<file path="src/rtl/xint_pkg.sv">
package xint_pkg;

  localparam int unsigned DATA_W      = 32;
  localparam int unsigned EN_BIT      = 16;
  localparam int unsigned LVL_BIT     = 9;
  localparam int unsigned POL_BIT     = 8;
  localparam logic [DATA_W-1:0] STATUS_READY = 32'h0000_0001;

  // Decoded per-line control fields.
  typedef struct packed {
    logic en;   // line enabled
    logic lvl;  // 1: level sense, 0: edge sense
    logic pol;  // 1: high level / falling edge, 0: low level / rising edge
  } line_cfg_t;

  function automatic line_cfg_t decode_cfg(input logic [DATA_W-1:0] word);
    line_cfg_t c;
    c.en  = word[EN_BIT];
    c.lvl = word[LVL_BIT];
    c.pol = word[POL_BIT];
    return c;
  endfunction

endpackage

</file>
<file path="src/rtl/xint_rst_sync.sv">
module xint_rst_sync (
  input  logic clk,
  input  logic rst_n,
  output logic rst_n_sync
);

  logic [1:0] stage_q;

  // Assert immediately, release two edges after rst_n rises.
  always_ff @(posedge clk or negedge rst_n) begin
    if (!rst_n) stage_q <= 2'b00;
    else        stage_q <= {stage_q[0], 1'b1};
  end

  assign rst_n_sync = stage_q[1];

endmodule

</file>
<file path="src/rtl/xint_sync.sv">
module xint_sync #(
  parameter int unsigned STAGES = 2
) (
  input  logic clk,
  input  logic rst_n,
  input  logic async_i,
  output logic sync_o
);

  logic [STAGES-1:0] chain_q;
  logic [STAGES-1:0] chain_d;

  always_comb begin
    chain_d = {chain_q[STAGES-2:0], async_i};
  end

  always_ff @(posedge clk or negedge rst_n) begin
    if (!rst_n) chain_q <= '0;
    else        chain_q <= chain_d;
  end

  assign sync_o = chain_q[STAGES-1];

endmodule

</file>
<file path="src/rtl/xint_regs.sv">
module xint_regs
  import xint_pkg::*;
#(
  parameter int unsigned NUM_LINES = 2,
  parameter int unsigned ADDR_W    = 4
) (
  input  logic                            clk,
  input  logic                            rst_n,
  input  logic [ADDR_W-1:0]               bus_addr,
  input  logic                            bus_we,
  input  logic [DATA_W-1:0]               bus_wdata,
  output logic [DATA_W-1:0]               bus_rdata,
  output logic [NUM_LINES-1:0][DATA_W-1:0] cfg_words_o
);

  localparam logic [ADDR_W-1:0] STATUS_ADDR = '0;

  logic [NUM_LINES-1:0]             sel;
  logic [NUM_LINES-1:0]             wr_en;
  logic [NUM_LINES-1:0][DATA_W-1:0] cfg_q;

  for (genvar g = 0; g < NUM_LINES; g++) begin : g_cfg
    assign sel[g] = (bus_addr == ADDR_W'(4 * (g + 1)));

    always_comb begin
      wr_en[g] = bus_we && sel[g];
    end

    always_ff @(posedge clk or negedge rst_n) begin
      if (!rst_n)        cfg_q[g] <= '0;
      else if (wr_en[g]) cfg_q[g] <= bus_wdata;
    end

    // a write lands in the addressed word unchanged
    assert_cfg_readback_R3: assert property (@(posedge clk) disable iff (!rst_n)
      (bus_we && sel[g]) |=> (cfg_q[g] == $past(bus_wdata)));
  end

  always_comb begin
    bus_rdata = '0;
    if (bus_addr == STATUS_ADDR) bus_rdata = STATUS_READY;
    for (int n = 0; n < NUM_LINES; n++) begin
      if (sel[n]) bus_rdata = cfg_q[n];
    end
  end

  assign cfg_words_o = cfg_q;

  // status word always reports filter ready
  assert_status_ready_R2: assert property (@(posedge clk) disable iff (!rst_n)
    (bus_addr == STATUS_ADDR) |-> (bus_rdata == STATUS_READY));

endmodule

</file>
<file path="src/rtl/xint_line.sv">
module xint_line
  import xint_pkg::*;
(
  input  logic      clk,
  input  logic      rst_n,
  input  line_cfg_t cfg_i,
  input  logic      sync_i,
  output logic      irq_o
);

  logic cfg_en, cfg_lvl, cfg_pol;
  logic prev_q;
  logic level_act, rise_hit, fall_hit, edge_hit;
  logic irq_d, irq_q;

  assign cfg_en  = cfg_i.en;
  assign cfg_lvl = cfg_i.lvl;
  assign cfg_pol = cfg_i.pol;

  // Next-state logic: map all four sense modes to active-high form.
  always_comb begin
    level_act = cfg_pol ? sync_i : ~sync_i;
    rise_hit  = sync_i & ~prev_q;
    fall_hit  = ~sync_i & prev_q;
    edge_hit  = cfg_pol ? fall_hit : rise_hit;
    irq_d     = cfg_en & (cfg_lvl ? level_act : edge_hit);
  end

  // Previous sample keeps tracking while disabled, so enabling is quiet.
  always_ff @(posedge clk or negedge rst_n) begin
    if (!rst_n) begin
      prev_q <= 1'b0;
      irq_q  <= 1'b0;
    end else begin
      prev_q <= sync_i;
      irq_q  <= irq_d;
    end
  end

  assign irq_o = irq_q;

  // a line disabled in the previous cycle drives no request
  assert_gate_off_R5: assert property (@(posedge clk) disable iff (!rst_n)
    !$past(cfg_en) |-> !irq_o);

  // an edge pulse lasts one cycle while the edge mode is unchanged
  assert_pulse_width_R8: assert property (@(posedge clk) disable iff (!rst_n)
    (irq_o && !cfg_lvl && $past(!cfg_lvl) && $stable(cfg_pol)) |=> !irq_o);

endmodule

</file>
<file path="src/rtl/xint_conditioner.sv">
module xint_conditioner
  import xint_pkg::*;
#(
  parameter int unsigned NUM_LINES   = 2,
  parameter int unsigned ADDR_W      = 4,
  parameter int unsigned SYNC_STAGES = 2
) (
  input  logic                 clk,
  input  logic                 rst_n,
  input  logic [ADDR_W-1:0]    bus_addr,
  input  logic                 bus_we,
  input  logic [DATA_W-1:0]    bus_wdata,
  output logic [DATA_W-1:0]    bus_rdata,
  input  logic [NUM_LINES-1:0] ext_irq_i,
  output logic [NUM_LINES-1:0] irq_o
);

  logic                             rst_n_sync;
  logic [NUM_LINES-1:0][DATA_W-1:0] cfg_words;
  logic [NUM_LINES-1:0]             pin_sync;

  xint_rst_sync u_rst_sync (
    .clk        (clk),
    .rst_n      (rst_n),
    .rst_n_sync (rst_n_sync)
  );

  xint_regs #(
    .NUM_LINES (NUM_LINES),
    .ADDR_W    (ADDR_W)
  ) u_regs (
    .clk         (clk),
    .rst_n       (rst_n_sync),
    .bus_addr    (bus_addr),
    .bus_we      (bus_we),
    .bus_wdata   (bus_wdata),
    .bus_rdata   (bus_rdata),
    .cfg_words_o (cfg_words)
  );

  for (genvar g = 0; g < NUM_LINES; g++) begin : g_line
    line_cfg_t line_cfg;

    assign line_cfg = decode_cfg(cfg_words[g]);

    xint_sync #(
      .STAGES (SYNC_STAGES)
    ) u_sync (
      .clk     (clk),
      .rst_n   (rst_n_sync),
      .async_i (ext_irq_i[g]),
      .sync_o  (pin_sync[g])
    );

    xint_line u_line (
      .clk    (clk),
      .rst_n  (rst_n_sync),
      .cfg_i  (line_cfg),
      .sync_i (pin_sync[g]),
      .irq_o  (irq_o[g])
    );
  end

endmodule

</file>
<file path="config.mk">
export PLATFORM = sky130hd
export DESIGN_NAME = xint_conditioner
export DESIGN_NICKNAME = d
export VERILOG_FILES = /design/src/rtl/xint_pkg.sv /design/src/rtl/xint_rst_sync.sv /design/src/rtl/xint_sync.sv /design/src/rtl/xint_regs.sv /design/src/rtl/xint_line.sv /design/src/rtl/xint_conditioner.sv
export SDC_FILE = /design/constraint.sdc
export NUM_CORES = 1
export LEC_CHECK = 0
export ABC_AREA = 0
export BUFFER_PORTS_ARGS = -buffer_cell sky130_fd_sc_hd__buf_2
export CORE_ASPECT_RATIO = 0.6
export CORE_MARGIN = 2
export CORE_UTILIZATION = 26
export DETAILED_ROUTE_END_ITERATION = 10
export GPL_ROUTABILITY_DRIVEN = 0
export SYNTH_ARGS = -nofsm -noshare
export SYNTH_HDL_FRONTEND = slang
export SYNTH_SLANG_ARGS = --single-unit
</file>
<file path="constraint.sdc">
create_clock -name clk -period 2.4 [get_ports clk]
set_input_delay 0.12 -clock clk [delete_from_list [all_inputs] [get_ports clk]]
set_output_delay 0.12 -clock clk [all_outputs]
set_load 0.1 [all_outputs]
</file>
==> run summary <==
Status -> completed
Reg-to-reg slack, setup -> 1.38 ns
Avg Vias per Cell -> 4.434
Syn Nets -> 246
Via count of the first global-routing pass -> 2163
Mapped Area -> 3143 um^2
First-pass GRT wire length -> 10.98 mm
Reg-to-Reg End -> u_regs.cfg_words_o[15]
Post-CTS setup buffer count -> 0
GRT Overall Usage -> 11.03%
Antenna viol nets, final -> 0
H-tree levels -> 3
CTS Buf Count -> 9
Hold Vio Cnt, Final -> 0
Cell count after synthesis -> 205
R2r worst-path depth -> 1
Max-slew violation count -> 0
TNS Setup -> 0 ns
Crit-path leading delay family -> buffers and inverters
CP required -> 2.28 ns
Clock sinks -> 74
Drt first pass iters -> 4
Unrepaired setup endpoints after global routing -> false
Hold_ws -> 0.02745 ns
Pin slew with the least headroom to its limit -> 0.7428 ns
Largest net degree at the start of global routing -> 41
Place WS -> 0.6727 ns
Vias -> 2013
Rel. slew slack -> 50.48%
Routed WL per cell -> 15.05 um
Die Span X -> 145.9 um
Ports -> 75
DIE HEIGHT -> 89.17 um
Register bit count reported by yosys -> 74
Top post-synthesis cells by area -> dfrtp_1 59%, mux2_2 22%, a22o_1 8.6%
Crit Path Class -> in2out
Crit share post-route -> 72.01%
Worst stage delay on the critical path -> 0.43 ns
Dpl hpwl -> 4.610 mm
Root Buffer Master -> clkbuf_16
Post-CTS sizing -> 0
Starting Density -> 26.39%
Core ar. -> 11910 um^2
Worst Skew -> 0.003025 ns
Startpoint Class -> primary input
Final net count -> 325
Tmin final -> 1.728 ns
Grt total ovfl -> 0
Critical path buffers and inverters -> 3
Row count -> 31
PD cells -> 892.8 nW/um^2
Hold path start -> bus_wdata[2]
Clk Latency, worst-skew pair -> 0.32 ns
Most frequent cells in the layout -> 74 x buf_2, 73 x dfrtp_1, 61 x mux2_2, 31 x a22o_1, 9 x clkbuf_16
Iter 0 DRT Violations -> 60
Clk slew on worst S/H paths -> 0.05 ns
Final Setup Violations -> 0
Fill cells -> 1200
# DRC -> 0
Syn avg cell area -> 15.33 um^2
Synth cell types -> 19
Hold crit path type -> in2reg
Crit-path slowest cell -> buf_2
YS warnings -> 0
Overall Power -> 3.557 mW
# port buffers -> 74
Max-Cap Viols -> 0
Post-Route WL -> 6.832 mm
Max IR drop VDD -> 347.4 uV
Worst Hold End -> u_regs.cfg_words_o[2]
Post-synth top area cell -> dfrtp_1
Share of the synthesized area in the top cell type -> 58.92%
Layout cells sized above 1 -> 56.25%
Most common cell after layout, fill and taps aside -> buf_2
Worst Setup End Kind -> output port
Fmax -> 578.6 MHz
TritonCTS clock tree -> yes
Leak pwr -> 1.932 nW
Worst hold stages -> 2
Die area -> 13010 um^2
Sequential fraction of the synthesis area -> 58.92%
Most frequent CP cell -> buf_2
Buffer depth of the longest clock path -> 2
Final Core Density -> 33.46%
Reg-to-Reg Start -> u_rst_sync.stage_q[1]
PnR worst setup slack -> 0.6717 ns
Crit-path cells -> buf_2 > nor4b_4 > buf_4 > a22o_1 > buf_2
Crit path max fanout -> 31
Initial antenna violation count -> 1
Worst EP arrival -> 1.61 ns
Syn-to-layout area delta -> 26.75%
## registers in the layout, indices dropped and copies added (netlist names)
| signal | cells |
|---|---|
| g_line.u_line.irq_o | 2 |
| g_line.u_line.prev_q | 2 |
| g_line.u_sync.chain_q | 4 |
| u_regs.cfg_words_o | 64 |
| u_rst_sync.stage_q | 2 |
## per-stage QoR
step / instances / area [um^2]
6_report: 454 / 3984
4_1_cts: 453 / 3981
3_5_place_dp: 435 / 3680
2_1_floorplan: 205 / 3143
5_1_grt: 453 / 3981
3_3_place_gp: 435 / 3680
## worst max path at each step
stage,from,endpoint,slack [ns],cells past startpoint
after floorplan,u_rst_sync.stage_q[1],g_line[0].u_line.irq_o,0.19,0
after global placement,bus_addr[3],bus_rdata[23],0.70,5
after global routing,bus_addr[2],bus_rdata[28],0.61,5
after detailed placement,bus_addr[3],bus_rdata[21],0.67,5
after CTS,bus_addr[2],bus_rdata[21],0.67,5
final,bus_addr[3],bus_rdata[23],0.67,5
## cell families (layout without fill, tap and decap cells)
family,count (synthesis),after routing,synth area share (%)
compound gates,35,35,9.753
buf+inv,15,98,3.583
flops,74,74,58.92
mux,66,66,23.57
other cells,1,2,0.1193
simple gates,14,14,4.061
## cells in the mapped netlist
cell type	number
mux2_2	61
nand2_1	6
nand4b_4	2
buf_4	3
o221a_2	2
a21oi_1	1
buf_2	6
dfrtp_1	74
nor4b_2	2
mux2i_1	2
nor2_4	1
conb_1	1
nor3_1	2
a22o_1	31
nor2b_1	1
o21a_1	1
mux2_1	3
inv_1	1
buf_6	5
## layer usage
metal / up-vias / part of all wire [%] / global-route usage (%)
met2: 52 / 48 / 18.74
met1: 1028 / 43 / 12.71
li1: 924 / - / -
met3: 9 / 7.3 / 5.357
met4: 0 / 0.85 / 2.941
met5: - / 0 / 0
## what timing repair did
| action | 4_1_cts | 5_1_grt |
|---|---|---|
| hold buffers | 3 | 0 |
| endpoints found under the hold margin | 4 | 0 |
| setup endpoints to repair | 0 | 0 |
## layout make-up
| cell class | instances | area (um^2) | share of cell area (%) |
|---|---|---|---|
| Antenna cell | 1 | 2.502 | 0.06281 |
| Clock buffer | 12 | 256.5 | 6.438 |
| Clock inverter | 3 | 15.01 | 0.3769 |
| Inverter | 1 | 3.754 | 0.09422 |
| Multi-Input combinational cell | 116 | 1196 | 30.03 |
| Sequential cell | 74 | 1853 | 46.51 |
| Tap cell | 165 | 206.4 | 5.182 |
| Timing Repair Buffer | 82 | 450.4 | 11.31 |
## report_power, final
group,switching (mW),internal (mW)
clock network,0.470,0.744
registers,0.158,1.51
logic,0.392,0.279
total,1.02,2.54
No activity file was read; power rests on OpenSTA's default activity.
